## src/rtl/wpd_pkg.sv

```systemverilog
`timescale 1ns/1ps
package wpd_pkg;
    typedef enum logic [0:0] {
        CH_REF = 1'b0,
        CH_OSC = 1'b1
    } wpd_chan_e;

    localparam int NUM_CH = 2;

    typedef struct packed {
        logic up;
        logic dn;
    } pfd_state_t;
endpackage

```

## src/rtl/wpd_edge_sync.sv

```systemverilog
`timescale 1ns/1ps
module wpd_edge_sync #(
    parameter int STAGES = 2
) (
    input  logic clk,
    input  logic rst,
    input  logic din,
    output logic rise_o
);
    typedef struct packed {
        logic [STAGES-1:0] chain;
        logic              prev;
    } sync_state_t;

    sync_state_t st_d, st_q;

    always_comb begin
        st_d       = st_q;
        st_d.chain = {st_q.chain[STAGES-2:0], din};
        st_d.prev  = st_q.chain[STAGES-1];
        if (rst) begin
            st_d = '0;
        end
    end

    always_ff @(posedge clk) begin
        st_q <= st_d;
    end

    assign rise_o = st_q.chain[STAGES-1] & ~st_q.prev;

    assert_single_pulse_R1: assert property (@(posedge clk) disable iff (rst)
        rise_o |=> !rise_o);
endmodule

```

## src/rtl/wpd_wrap_div.sv

```systemverilog
`timescale 1ns/1ps
module wpd_wrap_div #(
    parameter int DIV_W = 4
) (
    input  logic             clk,
    input  logic             rst,
    input  logic [DIV_W-1:0] preset,
    input  logic             rise_i,
    output logic             ev_o
);
    localparam logic [DIV_W-1:0] TOP  = {DIV_W{1'b1}};
    localparam logic [DIV_W-1:0] STEP = {{(DIV_W-1){1'b0}}, 1'b1};

    logic [DIV_W-1:0] cnt_d, cnt_q;

    always_comb begin
        cnt_d = cnt_q;
        if (rise_i) begin
            cnt_d = cnt_q + STEP;
        end
        if (rst) begin
            cnt_d = preset;
        end
    end

    always_ff @(posedge clk) begin
        cnt_q <= cnt_d;
    end

    assign ev_o = rise_i && (cnt_q == TOP);

    assert_event_wraps_R2: assert property (@(posedge clk) disable iff (rst)
        ev_o |=> (cnt_q == '0));
endmodule

```

## src/rtl/wpd_pfd_core.sv

```systemverilog
`timescale 1ns/1ps
module wpd_pfd_core
    import wpd_pkg::*;
(
    input  logic clk,
    input  logic rst,
    input  logic ev_ref_i,
    input  logic ev_osc_i,
    output logic up_o,
    output logic dn_o
);
    pfd_state_t st_d, st_q;
    logic       both;

    always_comb begin
        both = st_q.up & st_q.dn;
        st_d = st_q;
        if (both) begin
            st_d.up = ev_ref_i;
            st_d.dn = ev_osc_i;
        end else begin
            st_d.up = st_q.up | ev_ref_i;
            st_d.dn = st_q.dn | ev_osc_i;
        end
        if (rst) begin
            st_d = '0;
        end
    end

    always_ff @(posedge clk) begin
        st_q <= st_d;
    end

    assign up_o = st_q.up;
    assign dn_o = st_q.dn;

    assert_up_holds_R3: assert property (@(posedge clk) disable iff (rst)
        (up_o && !dn_o) |=> up_o);
    assert_dn_holds_R3: assert property (@(posedge clk) disable iff (rst)
        (dn_o && !up_o) |=> dn_o);
    assert_one_overlap_R4: assert property (@(posedge clk) disable iff (rst)
        (up_o && dn_o && !ev_ref_i && !ev_osc_i) |=> (!up_o && !dn_o));
endmodule

```

## src/rtl/wpd_err_acc.sv

```systemverilog
`timescale 1ns/1ps
module wpd_err_acc #(
    parameter int ERR_W = 16
) (
    input  logic                    clk,
    input  logic                    rst,
    input  logic                    up_i,
    input  logic                    dn_i,
    output logic                    valid_o,
    output logic signed [ERR_W-1:0] err_o
);
    localparam logic signed [ERR_W-1:0] CEIL  = {1'b0, {(ERR_W-1){1'b1}}};
    localparam logic signed [ERR_W-1:0] FLOOR = -CEIL;
    localparam logic signed [ERR_W-1:0] ONE   = {{(ERR_W-1){1'b0}}, 1'b1};
    localparam logic signed [ERR_W-1:0] BEYOND = {1'b1, {(ERR_W-1){1'b0}}};

    typedef struct packed {
        logic [ERR_W-1:0] acc;
        logic [ERR_W-1:0] held;
        logic             strobe;
    } acc_state_t;

    acc_state_t st_d, st_q;

    always_comb begin
        st_d        = st_q;
        st_d.strobe = 1'b0;
        if (up_i && dn_i) begin
            st_d.held   = st_q.acc;
            st_d.strobe = 1'b1;
            st_d.acc    = '0;
        end else if (up_i) begin
            if ($signed(st_q.acc) != CEIL) begin
                st_d.acc = st_q.acc + ONE;
            end
        end else if (dn_i) begin
            if ($signed(st_q.acc) != FLOOR) begin
                st_d.acc = st_q.acc - ONE;
            end
        end
        if (rst) begin
            st_d = '0;
        end
    end

    always_ff @(posedge clk) begin
        st_q <= st_d;
    end

    assign valid_o = st_q.strobe;
    assign err_o   = $signed(st_q.held);

    assert_strobe_after_overlap_R5: assert property (@(posedge clk) disable iff (rst)
        (up_i && dn_i) |=> valid_o);
    assert_no_wrap_R6: assert property (@(posedge clk) disable iff (rst)
        $signed(st_q.acc) != BEYOND);
endmodule

```

## src/rtl/wide_phase_det.sv

```systemverilog
`timescale 1ns/1ps
module wide_phase_det
    import wpd_pkg::*;
#(
    parameter int DIV_W       = 4,
    parameter int ERR_W       = 16,
    parameter int SYNC_STAGES = 2
) (
    input  logic                    clk,
    input  logic                    rst,
    input  logic                    ref_in,
    input  logic                    osc_in,
    input  logic [DIV_W-1:0]        ref_preset,
    input  logic [DIV_W-1:0]        osc_preset,
    output logic                    up,
    output logic                    dn,
    output logic                    err_valid,
    output logic signed [ERR_W-1:0] err_count
);
    logic             pin  [NUM_CH];
    logic [DIV_W-1:0] pre  [NUM_CH];
    logic             rise [NUM_CH];
    logic             ev   [NUM_CH];

    assign pin[CH_REF] = ref_in;
    assign pin[CH_OSC] = osc_in;
    assign pre[CH_REF] = ref_preset;
    assign pre[CH_OSC] = osc_preset;

    for (genvar ch = 0; ch < NUM_CH; ch++) begin : g_chan
        wpd_edge_sync #(.STAGES(SYNC_STAGES)) sync_i (
            .clk    (clk),
            .rst    (rst),
            .din    (pin[ch]),
            .rise_o (rise[ch])
        );
        wpd_wrap_div #(.DIV_W(DIV_W)) div_i (
            .clk    (clk),
            .rst    (rst),
            .preset (pre[ch]),
            .rise_i (rise[ch]),
            .ev_o   (ev[ch])
        );
    end

    wpd_pfd_core pfd_i (
        .clk      (clk),
        .rst      (rst),
        .ev_ref_i (ev[CH_REF]),
        .ev_osc_i (ev[CH_OSC]),
        .up_o     (up),
        .dn_o     (dn)
    );

    wpd_err_acc #(.ERR_W(ERR_W)) acc_i (
        .clk     (clk),
        .rst     (rst),
        .up_i    (up),
        .dn_i    (dn),
        .valid_o (err_valid),
        .err_o   (err_count)
    );

    assert_reset_quiet_R8: assert property (@(posedge clk)
        rst |=> (!up && !dn && !err_valid && err_count == '0));
endmodule

```

## config.mk

```make
export PLATFORM = sky130hd
export DESIGN_NAME = wide_phase_det
export DESIGN_NICKNAME = d
export VERILOG_FILES = /design/src/rtl/wpd_pkg.sv /design/src/rtl/wpd_edge_sync.sv /design/src/rtl/wpd_wrap_div.sv /design/src/rtl/wpd_pfd_core.sv /design/src/rtl/wpd_err_acc.sv /design/src/rtl/wide_phase_det.sv
export SDC_FILE = /design/constraint.sdc
export NUM_CORES = 1
export LEC_CHECK = 0
export BUFFER_PORTS_ARGS = -buffer_cell sky130_fd_sc_hd__buf_2
export CAP_MARGIN = 15
export CORE_AREA = 2 2 69 71
export CTS_CLUSTER_DIAMETER = 120
export DETAILED_ROUTE_END_ITERATION = 16
export DIE_AREA = 0 0 71 73
export PLACE_DENSITY = 0.82
export RECOVER_POWER = 100
export SETUP_SLACK_MARGIN = 0.3
export SYNTH_ARGS = -nofsm -noshare
export SYNTH_HDL_FRONTEND = slang
export SYNTH_SLANG_ARGS = --single-unit
```

## constraint.sdc

```tcl
create_clock -name clk -period 6.3 [get_ports clk]
set_input_delay 1.26 -clock clk [delete_from_list [all_inputs] [get_ports clk]]
set_output_delay 1.26 -clock clk [all_outputs]
set_load 0.05 [all_outputs]
```

==> key figures <==
Run status
  • Outcome: finished clean

Min path
  • Min-Delay Path Class: reg -> reg
  • Hold Crit Depth: 1
  • Worst hold start: g_chan[1].sync_i.st_q[1]$_SDFF_PP0_
  • Hold EP: g_chan[1].sync_i.st_q[2]$_SDFF_PP0_

Logic synthesis
  • Syn avg cell area: around 9.5 um^2
  • Mapped Area: about 0.0027 mm^2
  • Seq/Total Area, Yosys: approximately two fifths
  • Synth Register Bits: 49
  • Ys Warns: 0
  • Mapped Cells: between 200 and 300
  • Syn_nets: 312
  • Async SR Flop Fraction: 0%
  • Most used DFF post-synth: dfxtp_1
  • Synth unique cells: 54
  • Post-synth EDFFs: 8

Floorplan
  • Starting density of the core: between 50% and 60%
  • Die ar.: 0.00518 mm^2
  • Die Width: approximately 71 um
  • Core Area: around 0.0045 mm^2
  • Row count: 25
  • Io pins: 31
  • Die H: roughly 73 um

Worst setup path
  • Element type at the critical path start: input port
  • Setup crit end kind: flip-flop
  • Kind of critical path: in -> reg
  • Crit-path cells: clkbuf_1 > nand2b_1 > or3_1 > o211ai_1
  • Crit path max-delay cell type: clkbuf_1
  • Largest delay share family, worst path: simple AND/OR/NAND/NOR gates
  • CP arrival: between 2 and 3 ns
  • CP max stage delay: about 0.73 ns
  • Flop2flop setup slack: around 3.6 ns
  • R2r startpoint: pfd_i.up_o$_SDFF_PP0_
  • Reg2reg end: acc_i.st_q[28]$_SDFFE_PP0P_
  • Crit path buf inv count: 1
  • Max FO, Critical Path: 27
  • Worst R2R Path Depth: 8
  • Worst Path Required: between 6 and 7 ns

STA
  • Unrepaired setup endpoints after global routing: false
  • Final Hold Viols: 0
  • Final period util: between 40% and 50%
  • Final Max Tran Viols: 0
  • Final Skew: 0.0101 ns
  • Final Critical Period: roughly 2.7 ns
  • Achievable frequency: 371 MHz
  • Max-slew headroom: roughly 33%
  • Setup_tns: 0 ns
  • Final setup viols: 0
  • Worst-Margin Slew: 1.00 ns

Place
  • DP HPWL: about 3700 um
  • Gpl congestion: between 0.8 and 0.9
  • Number of port buffers: 30

Detailed routing
  • Routed WL per cell: 15.3 um
  • Post-route ant nets: 0
  • Post-DR vias/cell: 6.09
  • Initial DRC Count: between 150 and 200
  • Vias: ~2100
  • DR pass1 iterations: 4
  • Drt drc: 0
  • WL final: between 5000 and 6000 um

Global route
  • Global Route Usage Sum: roughly a fifth
  • Initial antenna violation count: 0
  • First-pass GRT wire length: between 8000 and 9000 um
  • Largest net degree at the start of global routing: 29
  • Congestion Overflow GR: 0
  • Vias in the first global route: about 1900

Final layout
  • P&R area growth vs syn: 3.88%
  • # diodes: 0
  • Final net count: 323
  • Most common cell after layout, fill and taps aside: dfxtp_1
  • Commonest non-fill, non-tap cells in the layout: dfxtp_1 (41), clkbuf_1 (22), nand2_1 (21), a21oi_1 (19)
  • Layout cells sized above 1: 8.14%
  • Final Util: ~61%

Clocking
  • # Post-CTS Setup Buffers: 0
  • Clock Root Buffer: clkbuf_8
  • Clock buffer count from CTS: 5
  • PostCTS Resize Cnt: 0
  • Hold Buf Count CTS: 0
  • Sink Count: 49
  • Clk buf depth: 2
  • CTS clock-pin slew for the worst setup and hold paths: around 0.090 ns
  • Clock Latency Late Sink: about 0.3 ns
  • CTS tree: done
  • H-tree depth: 2

Power
  • Max IR drop VDD: ~91 uV
  • Leak: 1.05 nW
  • Power per cell area: approximately 210 mW/mm^2

Run
  • Max cap viols: 0
## cell families after synthesis
kind of cell    after synthesis  share of synthesized area, %
xor+xnor                      8                          2.62
mux                           4                          1.59
flops                        49                          39.6
fa+ha+maj                    17                          8.23
simple gates                 86                          17.4
buf+inv                      32                          7.20
compound gates               87                          23.3
## per-stage QoR
step / area [um^2] / hold slack, ns / total power, W / instances / setup WS [ns]
final: 2780 / 0.451 / 0.000592 / 349 / 3.60
after global routing: 2780 / 0.473 / 0.000614 / 349 / 3.30
after CTS: 2820 / 0.453 / 0.000592 / 349 / 3.65
after detailed placement: 2730 / 0.434 / 0.000417 / 341 / 3.56
after global placement: 2730 / 0.417 / 0.000415 / 341 / 3.58
after floorplan: 2680 / 0.414 / 0.000400 / 283 / 3.52
## how the worst max path moves through the flow
stage | startpoint | endpoint | slack, ns | depth (start not counted)
after floorplan | pfd_i.up_o$_SDFF_PP0_ | acc_i.st_q[29]$_SDFFE_PP0P_ | 3.52 | 8
after global placement | rst | acc_i.st_q[28]$_SDFFE_PP0P_ | 3.58 | 4
after detailed placement | rst | acc_i.st_q[28]$_SDFFE_PP0P_ | 3.56 | 4
after CTS | pfd_i.up_o$_SDFF_PP0_ | acc_i.st_q[27]$_SDFFE_PP0P_ | 3.65 | 8
after global routing | pfd_i.up_o$_SDFF_PP0_ | acc_i.st_q[28]$_SDFFE_PP0P_ | 3.30 | 8
final | rst | acc_i.st_q[27]$_SDFFE_PP0P_ | 3.60 | 4
## power breakdown
group | switching [W] | internal (W)
Clock | 0.000103 | 0.0000787
Combinational | 0.0000407 | 0.0000329
Sequential | 0.00000761 | 0.000329
## registers in the layout (all words and copies together), names as in the netlist
name,count
acc_i.err_o,16
acc_i.st_q,16
g_chan.div_i.cnt_q,8
g_chan.sync_i.st_q,6
acc_i.valid_o,1
pfd_i.dn_o,1
pfd_i.up_o,1
## synth_stat cells (3+ instances only)
| cell | n | share of area, % |
|---|---|---|
| a211oi_1 | 3 | 0.84 |
| a21o_1 | 8 | 2.2 |
| a21oi_1 | 20 | 3.7 |
| a22o_1 | 16 | 5.2 |
| a31oi_1 | 3 | 0.70 |
| and3_1 | 4 | 0.93 |
| buf_4 | 17 | 4.8 |
| clkbuf_1 | 8 | 1.1 |
| dfxtp_1 | 41 | 31 |
| edfxtp_1 | 8 | 9.0 |
| ha_1 | 16 | 7.5 |
| inv_1 | 5 | 0.70 |
| nand2_1 | 21 | 2.9 |
| nand2b_1 | 7 | 1.6 |
| nand3_1 | 15 | 2.8 |
| nand4_1 | 5 | 1.2 |
| nor2_1 | 8 | 1.1 |
| nor2b_1 | 8 | 1.9 |
| o211ai_1 | 6 | 1.7 |
| o21a_1 | 3 | 0.84 |
| o21ai_0 | 12 | 2.2 |
| or3_1 | 4 | 0.93 |
| xnor2_1 | 5 | 1.6 |
| xor2_1 | 3 | 0.98 |
## worst reg2reg max path: stages (launching register included)
cell and delay, ns:
dfxtp_1 0.50, inv_1 0.32, ha_1 0.44, o21ai_0 0.17
o21a_1 0.23, nor3b_1 0.35, a21oi_1 0.16, or4_1 0.41
nand3_1 0.07
## final cells by class
cell class / count / area [um^2]
fill: 384 / 1760
multi-input combinational: 202 / 1420
sequential: 49 / 1060
timing repair buffer: 31 / 133
clock buffer: 7 / 76.3
tap: 54 / 67.6
inverter: 5 / 18.8
clock inverter: 1 / 7.51
## metal layers
metal | vias to the layer above | track usage [%] | share of wire (%)
met5 | - | 0 | 0
met4 | 0 | 7.13 | 1.5
met3 | 8 | 3.31 | 5.1
met2 | 60 | 31.8 | 44
met1 | 984 | 30.6 | 49
li1 | 1073 | - | -
(Power assumes the default switching activity.)
